[src/rtl/tc_pkg.sv]
package tc_pkg;
   localparam logic [3:0] MD_EVT    = 4'd1;
   localparam logic [3:0] MD_PER    = 4'd2;
   localparam logic [3:0] MD_PWID   = 4'd3;
   localparam logic [3:0] MD_GPULSE = 4'd4;
   localparam logic [3:0] MD_SPULSE = 4'd5;
   localparam logic [3:0] MD_RPULSE = 4'd6;
   localparam logic [3:0] MD_SCONT  = 4'd7;
   localparam logic [3:0] MD_GCONT  = 4'd8;

   typedef enum logic [1:0] {MS_WAIT, MS_RUN, MS_DONE} meas_st_e;
   typedef enum logic [1:0] {PS_IDLE, PS_DLY, PS_WID} pulse_st_e;
endpackage

[src/rtl/tc_edge.sv]
module tc_edge (
   input  logic clk,
   input  logic rst_n,
   input  logic lvl,
   output logic lvl_q,
   output logic rise,
   output logic fall
);
   always_ff @(posedge clk) begin
      if (!rst_n) lvl_q <= 1'b0;
      else        lvl_q <= lvl;
   end
   assign rise = lvl & ~lvl_q;
   assign fall = ~lvl & lvl_q;
endmodule

[src/rtl/tc_count.sv]
module tc_count #(
   parameter int W       = 16,
   parameter bit SAT_OPT = 1'b1
) (
   input  logic         clk,
   input  logic         rst_n,
   input  logic         load,
   input  logic [W-1:0] init,
   input  logic         step,
   input  logic         up,
   input  logic         sat,
   output logic [W-1:0] cnt
);
   localparam logic [W-1:0] TOP = {W{1'b1}};
   logic at_top;

   generate
      if (SAT_OPT) begin : g_sat
         assign at_top = sat & up & (cnt == TOP);
      end else begin : g_wrap
         assign at_top = 1'b0;
      end
   endgenerate

   always_ff @(posedge clk) begin
      if (!rst_n)              cnt <= '0;
      else if (load)           cnt <= init;
      else if (step && !at_top) cnt <= up ? cnt + 1'b1 : cnt - 1'b1;
   end
endmodule

[src/rtl/tc_pulse.sv]
module tc_pulse
   import tc_pkg::*;
#(
   parameter int W = 16
) (
   input  logic         clk,
   input  logic         rst_n,
   input  logic         arm,
   input  logic         trig,
   input  logic         tick,
   input  logic         hold,
   input  logic         cont,
   input  logic [W-1:0] dly,
   input  logic [W-1:0] wid,
   output logic         pulse,
   output logic [W-1:0] rem
);
   localparam logic [W-1:0] ONE = {{(W-1){1'b0}}, 1'b1};
   pulse_st_e    st;
   logic [W-1:0] dly_eff, wid_eff;
   logic         adv;

   assign dly_eff = (dly == '0) ? ONE : dly;
   assign wid_eff = (wid == '0) ? ONE : wid;
   assign adv     = tick & ~hold;

   always_ff @(posedge clk) begin
      if (!rst_n || arm) begin
         st  <= PS_IDLE;
         rem <= '0;
      end else begin
         case (st)
            PS_IDLE: if (trig) begin
               st  <= PS_DLY;
               rem <= dly_eff;
            end
            PS_DLY: if (adv) begin
               if (rem == ONE) begin
                  st  <= PS_WID;
                  rem <= wid_eff;
               end else rem <= rem - 1'b1;
            end
            PS_WID: if (adv) begin
               if (rem == ONE) begin
                  st  <= cont ? PS_DLY : PS_IDLE;
                  rem <= cont ? dly_eff : '0;
               end else rem <= rem - 1'b1;
            end
            default: st <= PS_IDLE;
         endcase
      end
   end

   assign pulse = (st == PS_WID);
endmodule

[src/rtl/gp_timer_counter.sv]
module gp_timer_counter
   import tc_pkg::*;
#(
   parameter int W             = 16,
   parameter bit MEAS_SATURATE = 1'b1
) (
   input  logic         clk,
   input  logic         rst_n,
   input  logic         src_tick,
   input  logic         gate_in,
   input  logic         up_dn,
   input  logic         sw_start,
   input  logic [3:0]   cfg_mode,
   input  logic [W-1:0] cfg_init,
   input  logic [W-1:0] cfg_delay,
   input  logic [W-1:0] cfg_width,
   output logic [W-1:0] count_rd,
   output logic         meas_done,
   output logic         tc_out
);
   generate
      if (W < 4) begin : g_bad_width
         $error("gp_timer_counter: W must be at least 4");
      end
   endgenerate

   logic [3:0]   mode_q;
   logic [W-1:0] dly_q, wid_q, cnt, rem;
   logic         running, fired, done_q;
   meas_st_e     mst;
   logic         gate_q, rise, fall;
   logic         is_meas, is_pulse, end_evt, step, trig, hold, pulse;

   tc_edge u_edge (
      .clk(clk), .rst_n(rst_n), .lvl(gate_in),
      .lvl_q(gate_q), .rise(rise), .fall(fall)
   );

   assign is_meas  = (mode_q == MD_PER) || (mode_q == MD_PWID);
   assign is_pulse = (mode_q >= MD_GPULSE) && (mode_q <= MD_GCONT);
   assign end_evt  = (mode_q == MD_PER) ? rise : fall;

   always_comb begin
      step = 1'b0;
      if (running && src_tick) begin
         if (mode_q == MD_EVT) step = gate_in;
         else if (is_meas)
            step = ((mst == MS_WAIT) && rise) || ((mst == MS_RUN) && !end_evt);
      end
   end

   always_comb begin
      trig = 1'b0;
      if (running) begin
         case (mode_q)
            MD_GPULSE: trig = rise & ~fired;
            MD_RPULSE: trig = rise;
            MD_SPULSE, MD_SCONT, MD_GCONT: trig = ~fired;
            default:   trig = 1'b0;
         endcase
      end
   end

   assign hold = (mode_q == MD_GCONT) && !gate_q;

   always_ff @(posedge clk) begin
      if (!rst_n) begin
         mode_q  <= '0;
         dly_q   <= '0;
         wid_q   <= '0;
         running <= 1'b0;
         fired   <= 1'b0;
         mst     <= MS_WAIT;
         done_q  <= 1'b0;
      end else if (sw_start) begin
         mode_q  <= cfg_mode;
         dly_q   <= cfg_delay;
         wid_q   <= cfg_width;
         running <= 1'b1;
         fired   <= 1'b0;
         mst     <= MS_WAIT;
         done_q  <= 1'b0;
      end else begin
         if (trig) fired <= 1'b1;
         if (running && is_meas) begin
            case (mst)
               MS_WAIT: if (rise) mst <= MS_RUN;
               MS_RUN:  if (end_evt) begin
                  mst    <= MS_DONE;
                  done_q <= 1'b1;
               end
               default: ;
            endcase
         end
      end
   end

   tc_count #(.W(W), .SAT_OPT(MEAS_SATURATE)) u_count (
      .clk(clk), .rst_n(rst_n), .load(sw_start), .init(cfg_init),
      .step(step), .up(is_meas | up_dn), .sat(is_meas), .cnt(cnt)
   );

   tc_pulse #(.W(W)) u_pulse (
      .clk(clk), .rst_n(rst_n), .arm(sw_start), .trig(trig),
      .tick(src_tick), .hold(hold), .cont((mode_q == MD_SCONT) || (mode_q == MD_GCONT)),
      .dly(dly_q), .wid(wid_q), .pulse(pulse), .rem(rem)
   );

   assign count_rd  = is_pulse ? rem : cnt;
   assign meas_done = done_q;
   assign tc_out    = pulse & ~hold;
endmodule

[config.mk]
export PLATFORM = sky130hd
export DESIGN_NAME = gp_timer_counter
export DESIGN_NICKNAME = d
export VERILOG_FILES = /design/src/rtl/tc_pkg.sv /design/src/rtl/tc_edge.sv /design/src/rtl/tc_count.sv /design/src/rtl/tc_pulse.sv /design/src/rtl/gp_timer_counter.sv
export SDC_FILE = /design/constraint.sdc
export NUM_CORES = 1
export LEC_CHECK = 0
export ABC_AREA = 0
export ABC_CLOCK_PERIOD_IN_PS = 3500
export BUFFER_PORTS_ARGS = -buffer_cell sky130_fd_sc_hd__buf_2
export CAP_MARGIN = 25
export CORE_MARGIN = 2
export CORE_UTILIZATION = 57
export DETAILED_ROUTE_END_ITERATION = 16
export PLACE_DENSITY = 0.81
export SLEW_MARGIN = 20
export SYNTH_ARGS = -nofsm -noshare
export SYNTH_HDL_FRONTEND = slang
export SYNTH_SLANG_ARGS = --single-unit
[constraint.sdc]
create_clock -name clk -period 3.5 [get_ports clk]
set_clock_uncertainty 0.15 [all_clocks]
set_input_delay 0.175 -clock clk [delete_from_list [all_inputs] [get_ports clk]]
set_output_delay 0.175 -clock clk [all_outputs]
set_load 0.02 [all_outputs]
## Word-level counts from Yosys, hierarchy flattened

Index checks and enable logic that the tools add are counted.

| word-level totals | value |
|---|---|
| output and inout bits | 18 |
| bits of input ports | 58 |
| flip-flop bits (word level) | 76 |

| cells by class | value |
|---|---|
| reductions and logical operators | 28 |
| bitwise logic cells | 13 |
| magnitude comparators | 2 |
| $add $sub $neg | 3 |
| multiplexer cells | 29 |
| equality and inequality tests | 20 |

Operators by type and width:

| kind | count |
|---|---|
| $mux W16 | 12 |
| $pmux W16 S3 | 1 |
| $logic_not A16 Y1 | 2 |
| $sub A16 B1 Y16 const B | 2 |
| $add A16 B1 Y16 const B | 1 |
| $eq A16 B1 Y1 const B | 1 |
| $eq A16 B16 Y1 const B | 1 |
| $eq A4 B3 Y1 const B | 4 |
| $mux W2 | 7 |
| $eq A4 B2 Y1 const B | 2 |
| $ne A2 B1 Y1 const B | 4 |
| $reduce_and A4 Y1 | 2 |
| $and A1 B1 Y1 | 7 |
| $logic_and A1 B1 Y1 | 7 |
| $mux W1 | 6 |
| $ne A2 B2 Y1 const B | 3 |
| $pmux W2 S3 | 1 |
| $not A1 Y1 | 5 |
| $reduce_and A5 Y1 | 1 |
| $eq A2 B1 Y1 const B | 2 |
| $eq A4 B1 Y1 const B | 1 |
| $eq A4 B4 Y1 const B | 1 |
| $ge A4 B3 Y1 const B | 1 |
| $le A4 B4 Y1 const B | 1 |
| 12 further kinds | 20 |

## Logic depth before layout (Yosys ltp)

Gate-level depths: netlist of the first run.

| depth | value |
|---|---|
| depth after elaboration | 12 |
| gate-level depth with buffers | 12 |
| depth with buffers taken out | 9 |

## Modules after synthesis

A second synthesis of the first run with hierarchy kept.

| unflattened totals | value |
|---|---|
| cells, all modules | 582 |
| area, all modules | 5066.1 µm² |

Modules (own cells, without submodules):

| module | cells each | instances | sequential area each (µm²) | area each (µm²) |
|---|---|---|---|---|
| gp_timer_counter | 176 | 1 | 820.8 | 1936.9 |
| tc_pulse | 200 | 1 | 360.3 | 1561.5 |
| tc_count | 202 | 1 | 320.3 | 1529.0 |
| tc_edge | 4 | 1 | 20.0 | 38.8 |

## Worst setup path before layout of the first run

OpenSTA, ideal clock, no wires.

| timing | value |
|---|---|
| path type | register to register |
| start point | register mode_q[1] |
| end point | register u_count.cnt[14] |
| period minus slack after synthesis | 2647 ps |
| stages on the path, launching flop included | 12 |
| arrival time | 2365 ps |
| path slack | 853 ps |
| cell sequence | dfxtp_1 > nor3b_1 > buf_2 > or2_2 > clkbuf_1 > xnor2_1 > ha_1 > or3_1 > nand2b_1 > a21oi_1 > xnor2_1 > a21oi_1 |

| on the way | value |
|---|---|
| longest elaborated chain between the ends | 10 |

Ends and longest elaborated chain:

| element | line | source |
|---|---|---|
| from (decl) | gp_timer_counter.sv:27 | `logic [3:0] mode_q;` |
| from (signal assigned) | gp_timer_counter.sv:76 | `mode_q <= cfg_mode;` |
| $eq A4 B2 Y1 | gp_timer_counter.sv:39, gp_timer_counter.sv:41 |  |
| $mux W1 | gp_timer_counter.sv:41 | `assign end_evt = (mode_q == MD_PER) ? rise : fall;` |
| $logic_not A1 Y1 | gp_timer_counter.sv:48 | `step = ((mst == MS_WAIT) && rise) \|\| ((mst == MS_RUN) && !end_evt);` |
| $logic_and A1 B1 Y1 | gp_timer_counter.sv:48 |  |
| $logic_or A1 B1 Y1 | gp_timer_counter.sv:48 |  |
| $mux W1 | gp_timer_counter.sv:47 | `else if (is_meas)` |
| $mux W1 | gp_timer_counter.sv:46 | `if (mode_q == MD_EVT) step = gate_in;` |
| $mux W1 | gp_timer_counter.sv:45 | `if (running && src_tick) begin` |
| $logic_and A1 B1 Y1 | tc_count.sv:28 | `else if (step && !at_top) cnt <= up ? cnt + 1'b1 : cnt - 1'b1;` |
| $reduce_bool A2 Y1 (no line) | -- |  |
| to (signal assigned) | tc_count.sv:27 | `else if (load) cnt <= init;` |
| to (signal assigned) | tc_count.sv:28 |  |
| to (decl) | tc_count.sv:12 | `output logic [W-1:0] cnt` |

Several ways; a longest one is shown, not always the timed one. The select of a mux whose other input is x is not followed.
A chain may end at the register's enable or synchronous reset.

## Final worst setup path of the first run

| timing | value |
|---|---|
| start point | register u_count.cnt[6] |
| end point | register u_count.cnt[6] |

| on the way | value |
|---|---|
| longest elaborated chain between the ends | 5 |

Ends and longest elaborated chain:

| element |
|---|
| parallel branches: the longest is 5 deep, another holds $sub A16 B1 Y16 |

Parallel ways; which one is timed is not known. The select of a mux whose other input is x is not followed.

==> results_dict.tcl, run 1 <==
set metrics [dict create \
    htree_levels 3 \
    hold-path-endpoint "running$_SDFFE_PN0P_" \
    timing.max_slew.rel_slack 0.3029 \
    totalNegativeSetupSlack_ns 0 \
    worst_hold_check_path_type "in2reg" \
    worst_r2r_path_depth 8 \
    clkSinkCount 76 \
    syn_inst 545 \
    synth.lib_cells_used.distinct 57 \
    min_period_over_period 0.8065 \
    ir_drop_mv 0.2308 \
    cts.root.buffer_cell "sky130_fd_sc_hd__clkbuf_8" \
    synth_xor_area_frac 0.05389 \
    cts_max_path_buffers 2 \
    grt_antenna_before_repair 0 \
    antennaDiodeCount 0 \
    unrepaired_setup_endpoints_after_global_routing "false" \
    yosys_most_used_dff "sky130_fd_sc_hd__dfxtp_1" \
    core.rowCount 32 \
    cts_tree "done" \
    status "completed" \
    globalRouteOverflowTotal 0 \
    floorplan.core_area_sq_um 7727 \
    required_ns 3.57 \
    die_area_sq_um 8714 \
    timing.critical_path.slowest_cell_delay_ns 0.61 \
    fillerInstances 606 \
    drt.antenna.violating_nets 0 \
    worstPathBufferInverterCount 1 \
    hp-start "sw_start" \
    synth_compound_gate_area_share 0.1941 \
    numPortBuffers 75 \
    min_cycle_time_layout_ns 2.823 \
    cp_top_delay_family "simple AND/OR/NAND/NOR gates" \
    pin_count 76 \
    viasPerCell 6.082 \
    post_dp_cell_area_sq_um 4917 \
    synth_enable_flop_cells 0 \
    wire_length_per_cell_after_detailed_routing_um 17.25 \
    worst_pin_slew_ns 1.043 \
    effective_utilization_at_floorplan 0.5889 \
    share_of_final_layout_standard_cells_stronger_than_drive_strength_1 0.1776 \
    clock_insertion_delay_worst_skew_ns 0.37 \
    crit_path_top_delay_cell "sky130_fd_sc_hd__dfxtp_1" \
    drt_wl_total_mm 13.03 \
    synth_common_cells "sky130_fd_sc_hd__dfxtp_1, sky130_fd_sc_hd__o21ai_0, sky130_fd_sc_hd__nor2b_1, sky130_fd_sc_hd__a21oi_1, sky130_fd_sc_hd__mux2i_1" \
    firstDrtPassIters 5 \
    worstPathCellList "and2_1 > nand3_1 > or4_1 > a21oi_2 > buf_4 > nor2_1 > xnor2_1 > a21oi_1" \
    cts_setup_buffers 0 \
    synth.net_count 610 \
    finalWeightedCongestion 0.9293 \
    drtIter0Drc 340 \
    worst-endpoint-arrival_ns 2.89 \
    synth_top_area_frac 0.3343 \
    max-cap-violations 0 \
    worst_hold_slack_ns 0.1218 \
    numCtsBuffers 9 \
    final_util 0.7320 \
    ys_seq_area_frac 0.3343 \
    post_synth.cell_area_avg_sq_um 8.350 \
    dieWidth_um 93.35 \
    yosysMostFrequentCell "sky130_fd_sc_hd__dfxtp_1" \
    postCtsResizedCells 0 \
    die-height_um 93.35 \
    globalRouteTotalUtil 0.3052 \
    synth_fa_ha_area_frac 0.01925 \
    area_growth_syn_to_layout_pct 24.31 \
    worst_setup_path_start_kind "flip-flop" \
    synth_top_family_by_area "simple AND/OR/NAND/NOR gates" \
    power-per-cell-area_nw_per_um2 362.6 \
    report.final.slew_viol_count 0 \
    place_hpwl_mm 8.887 \
    final_nets 713 \
    synthTopCellsByArea "sky130_fd_sc_hd__dfxtp_1, sky130_fd_sc_hd__mux2i_1, sky130_fd_sc_hd__o21ai_0" \
    synth.ff_latch_count 76 \
    synth.yosys.warnings 0 \
    final_hold_viol_count 0 \
    crit-reg2reg-launch "u_count.cnt[6]$_SDFFE_PN0P_" \
    grt_first_pass_wirelength_mm 21.17 \
    grt_max_degree 56 \
    synth_area_leader_cell "sky130_fd_sc_hd__dfxtp_1" \
    detailroute.via_count 4592 \
    timing.fmax_mhz 354.3 \
    yosys-mux-area-fraction 0.1160 \
    crit_reg_reg_endpoint "u_count.cnt[6]$_SDFFE_PN0P_" \
    synth-simple-area-share 0.2367 \
    drt_drc_violations_left 0 \
    p_leak_nw 2.356 \
    reg2reg_slack_ns 0.68 \
    first_global_vias 4370 \
    endpoint_kind "flip-flop" \
    worst-path-max-fanout 11 \
    clkTransAtPathRegs_ns 0.09 \
    path_class "reg2reg" \
    setup_viol_count_final 0 \
    netlist_area_sq_um 4551 \
    final_design_area_no_fill_sq_um 5657 \
    hold_buffers 53 \
    ys_async_sr_fraction 0 \
    timing.hold.worst_path_depth 2 \
]
placed cells by master (no fill, tap or decap), types with 5 or more instances in the layout:
| master | Yosys | layout |
|---|---|---|
| sky130_fd_sc_hd__a21oi_1 | 37 | 37 |
| sky130_fd_sc_hd__a221oi_1 | 10 | 10 |
| sky130_fd_sc_hd__buf_2 | 5 | 75 |
| sky130_fd_sc_hd__buf_4 | 1 | 5 |
| sky130_fd_sc_hd__clkbuf_8 | 0 | 9 |
| sky130_fd_sc_hd__dfxtp_1 | 76 | 76 |
| sky130_fd_sc_hd__dlygate4sd3_1 | 0 | 53 |
| sky130_fd_sc_hd__ha_1 | 7 | 7 |
| sky130_fd_sc_hd__inv_1 | 9 | 9 |
| sky130_fd_sc_hd__inv_6 | 0 | 5 |
| sky130_fd_sc_hd__mux2_2 | 14 | 14 |
| sky130_fd_sc_hd__mux2i_1 | 37 | 37 |
| sky130_fd_sc_hd__nand2_1 | 32 | 32 |
| sky130_fd_sc_hd__nand3_1 | 10 | 10 |
| sky130_fd_sc_hd__nand4_1 | 12 | 12 |
| sky130_fd_sc_hd__nor2_1 | 31 | 31 |
| sky130_fd_sc_hd__nor2b_1 | 41 | 41 |
| sky130_fd_sc_hd__nor3_1 | 7 | 7 |
| sky130_fd_sc_hd__nor4_1 | 17 | 17 |
| sky130_fd_sc_hd__o211a_1 | 5 | 5 |
| sky130_fd_sc_hd__o21ai_0 | 58 | 58 |
| sky130_fd_sc_hd__or3_1 | 6 | 6 |
| sky130_fd_sc_hd__or4_1 | 6 | 6 |
| sky130_fd_sc_hd__xnor2_1 | 21 | 21 |
| sky130_fd_sc_hd__xor2_1 | 7 | 7 |
worst max-delay path by stage:
stage,from,to,slack [ns],depth (start not counted)
4_1_cts,u_count.cnt[6]$_SDFFE_PN0P_,u_count.cnt[6]$_SDFFE_PN0P_,0.71,8
3_3_place_gp,u_count.cnt[6]$_SDFFE_PN0P_,u_count.cnt[5]$_SDFFE_PN0P_,0.83,8
2_1_floorplan,mode_q[1]$_SDFFE_PN0P_,u_count.cnt[14]$_SDFFE_PN0P_,0.85,11
3_5_place_dp,u_count.cnt[6]$_SDFFE_PN0P_,u_count.cnt[6]$_SDFFE_PN0P_,0.73,8
5_1_grt,u_count.cnt[6]$_SDFFE_PN0P_,u_count.cnt[6]$_SDFFE_PN0P_,0.54,8
6_report,u_count.cnt[6]$_SDFFE_PN0P_,u_count.cnt[6]$_SDFFE_PN0P_,0.68,8
metrics by stage:
step,setup slack [ns],power [W],cells
after global placement,0.8341,0.001283,686
final,0.6772,0.002051,755
after floorplan,0.8527,0.001191,545
after detailed placement,0.7302,0.001292,686
after CTS,0.7131,0.002051,755
after global routing,0.5443,0.002130,755
per-layer routing:
metal  vias up  global-route usage  routed length, um
met2       218              0.5294               6368
met5         -                   0                  0
met3        31             0.05721                975
met1      2149              0.3718               5260
li1       2194                   -                  -
met4         0              0.1213                420
sequential cells by signal, summed over array words and instances, names as in the netlist:
signal,flops
dly_q,16
u_count.cnt,16
wid_q,16
meas_done,1
mode_q,4
u_edge.lvl_q,1
fired,1
u_pulse.st,2
mst,2
running,1
u_pulse.rem,16
power breakdown:
| group | switching, W | total (W) | internal [W] |
|---|---|---|---|
| logic | 0.000175 | 0.000356 | 0.000181 |
| registers | 0.0000678 | 0.000973 | 0.000905 |
| clock network | 0.000375 | 0.000723 | 0.000347 |
cell families after synthesis:
kind of cell	Yosys count
buffers and inverters	50
adders and majority gates	7
muxes	51
and+or+nand+nor	192
xor gates and xnor gates	28
AOI/OAI and AO/OA	141
DFF	76
layout make-up:
cell class                 instances  area, sq um  share of cell area
tap                              102        127.6             0.02256
clock inverter                     7        85.08             0.01504
timing repair buffer             133        943.4              0.1668
inverter                           9        33.78            0.005972
sequential                        76         1521              0.2690
clock buffer                       9        123.9             0.02190
multi-input combinational        419         2821              0.4988
Note: power is estimated with default switching activity, not from simulation.
==> run 2, diff against run 1 <==
--- a/config.mk
+++ b/config.mk
@@ -6,7 +6,7 @@
 export NUM_CORES = 1
 export LEC_CHECK = 0
 export ABC_AREA = 0
-export ABC_CLOCK_PERIOD_IN_PS = 3500
+export ABC_CLOCK_PERIOD_IN_PS = 2600
 export BUFFER_PORTS_ARGS = -buffer_cell sky130_fd_sc_hd__buf_2
 export CAP_MARGIN = 25
 export CORE_MARGIN = 2
==> constraint.sdc (replaced) <==
create_clock -name clk -period 2.6 [get_ports clk]
set_clock_uncertainty 0.15 [all_clocks]
set_input_delay 0.13 -clock clk [delete_from_list [all_inputs] [get_ports clk]]
set_output_delay 0.13 -clock clk [all_outputs]
set_load 0.02 [all_outputs]
==> run 2 against run 1 <==
  * Clock power increased by 15%
  * Sequential cell count unchanged
  * Combinational power increased by 54%
  * First-iteration DRC count increased by 1.5%
  * Fmax increased by 9.3%
  * Wire length increased by 7.4%
  * Clock-buffer cell count increased by 2
  * Non-clock buffer count increased by 31
  * Via count increased by 4.8%
  * Sequential power increased by 33%
  * Largest cell class unchanged
  * Largest power group unchanged
  * Highest routed layer unchanged
==> results_dict.tcl, run 2 (synthesis gave the netlist of run 1 again) <==
set metrics [dict create \
    status "completed" \
    drt_wl_total_mm 13.99 \
    drt.antenna.violating_nets 0 \
    timing.max_slew.rel_slack 0.5993 \
    path_class "reg2reg" \
    area_growth_syn_to_layout_pct 30.90 \
    required_ns 2.67 \
    timing.hold.worst_path_depth 3 \
    effective_utilization_at_floorplan 0.5889 \
    firstDrtPassIters 7 \
    grt_first_pass_wirelength_mm 21.85 \
    grt_max_degree 38 \
    htree_levels 3 \
    ir_drop_mv 0.3048 \
    final_design_area_no_fill_sq_um 5957 \
    final_hold_viol_count 0 \
    floorplan.core_area_sq_um 7727 \
    core.rowCount 32 \
    clkSinkCount 76 \
    detailroute.via_count 4814 \
    cts_tree "done" \
    worst_setup_path_start_kind "flip-flop" \
    fillerInstances 549 \
    die-height_um 93.35 \
    commonest_cells_after_routing_fill_and_taps_aside "sky130_fd_sc_hd__dfxtp_1, sky130_fd_sc_hd__buf_2, sky130_fd_sc_hd__o21ai_0, sky130_fd_sc_hd__dlygate4sd3_1, sky130_fd_sc_hd__nor2b_1" \
    p_leak_nw 2.531 \
    numCtsBuffers 9 \
    share_of_final_layout_standard_cells_stronger_than_drive_strength_1 0.2354 \
    post-place-ws_ns 0.04785 \
    unrepaired_setup_endpoints_after_global_routing "true" \
    setup_viol_count_final 0 \
    min_period_over_period 0.9935 \
    die_area_sq_um 8714 \
    report.final.slew_viol_count 0 \
    endpoint_kind "flip-flop" \
    finalWeightedCongestion 0.9463 \
    min_cycle_time_layout_ns 2.583 \
    cts_max_path_buffers 2 \
    wire_length_per_cell_after_detailed_routing_um 17.79 \
    worst-endpoint-arrival_ns 2.65 \
    drt_drc_violations_left 0 \
    totalNegativeSetupSlack_ns 0 \
    pin_count 76 \
    timing.fmax_mhz 387.1 \
    first_global_vias 4608 \
    antennaDiodeCount 0 \
    place_hpwl_mm 9.247 \
    clock_insertion_delay_worst_skew_ns 0.35 \
    dieWidth_um 93.35 \
    cts.root.buffer_cell "sky130_fd_sc_hd__clkbuf_8" \
    post_dp_cell_area_sq_um 5150 \
    drtIter0Drc 345 \
    clkTransAtPathRegs_ns 0.08 \
    numPortBuffers 75 \
    globalRouteTotalUtil 0.3161 \
    dp.cells 717 \
    layoutNonFillerInstCount 786 \
    worst_pin_slew_ns 0.6010 \
    power-per-cell-area_nw_per_um2 447.8 \
    viasPerCell 6.125 \
    grt_antenna_before_repair 0 \
    final_nets 744 \
    worst_hold_check_path_type "in2reg" \
    worst-path-max-fanout 17 \
    max-cap-violations 0 \
    globalRouteOverflowTotal 0 \
    setup_ws_ns 0.01689 \
    worst_r2r_path_depth 9 \
]
[run 2: final timing paths]
kind	from	slack [ns]	endpoint
max	mode_q[1]$_SDFFE_PN0P_	0.02	u_count.cnt[15]$_SDFFE_PN0P_
min	sw_start	0.04	wid_q[15]$_SDFFE_PN0P_
max reg2reg	mode_q[1]$_SDFFE_PN0P_	0.02	u_count.cnt[15]$_SDFFE_PN0P_
min reg2reg	meas_done$_SDFFE_PP0P_	0.33	meas_done$_SDFFE_PP0P_
[run 2: power by group]
part           internal, W  switching, W  total [W]
sequential         0.00122     0.0000692    0.00129
combinational     0.000273      0.000275   0.000548
clock             0.000375      0.000457   0.000832
total              0.00187      0.000801    0.00267
[run 2: area by class of cell]
type                            count  area, sq um  share of cell area
Sequential cell                    76         1523              0.2556
Clock buffer                       11        141.4             0.02373
Clock inverter                      5        37.54            0.006301
Tap cell                          102        127.6             0.02142
Inverter                            9        33.78            0.005671
Multi-Input combinational cell    419         2914              0.4892
Timing Repair Buffer              164         1180              0.1981
[run 2: metal layers]
metal,up-vias,track usage,part of all wire
li1,2263,-,-
met1,2247,0.3788,0.40
met2,244,0.5432,0.50
met3,60,0.04190,0.057
met4,0,0.1765,0.042
met5,-,0,0
[run 2: critical path: stages (launching register included)]
cell	delay, ns
sky130_fd_sc_hd__dfxtp_1	0.36
sky130_fd_sc_hd__nor3b_2	0.29
sky130_fd_sc_hd__buf_4	0.22
sky130_fd_sc_hd__nand3b_1	0.17
sky130_fd_sc_hd__a2111oi_2	0.36
sky130_fd_sc_hd__a21oi_2	0.09
sky130_fd_sc_hd__buf_4	0.22
sky130_fd_sc_hd__a2111oi_4	0.34
sky130_fd_sc_hd__xnor2_1	0.16
sky130_fd_sc_hd__a21oi_1	0.09
[run 2: repair_timing]
item                       in CTS  in global routing
setup buffers                   0                  0
hold buffers                   53                  0
setup endpoints to repair      17                 32
resized for setup               2                 16
pin swaps                       0                  0
hold endpoints to repair       54                  0
[run 2: metrics by stage]
stage	power, W	util	hold slack, ns
2_1_floorplan	0.001603	-	0.1017
6_report	0.002667	0.7709	0.03619
4_1_cts	0.002642	0.7592	0.03690
3_5_place_dp	0.001769	0.6665	0.2276
5_1_grt	0.002778	0.7709	0.06162
3_3_place_gp	0.001756	0.6665	0.2131
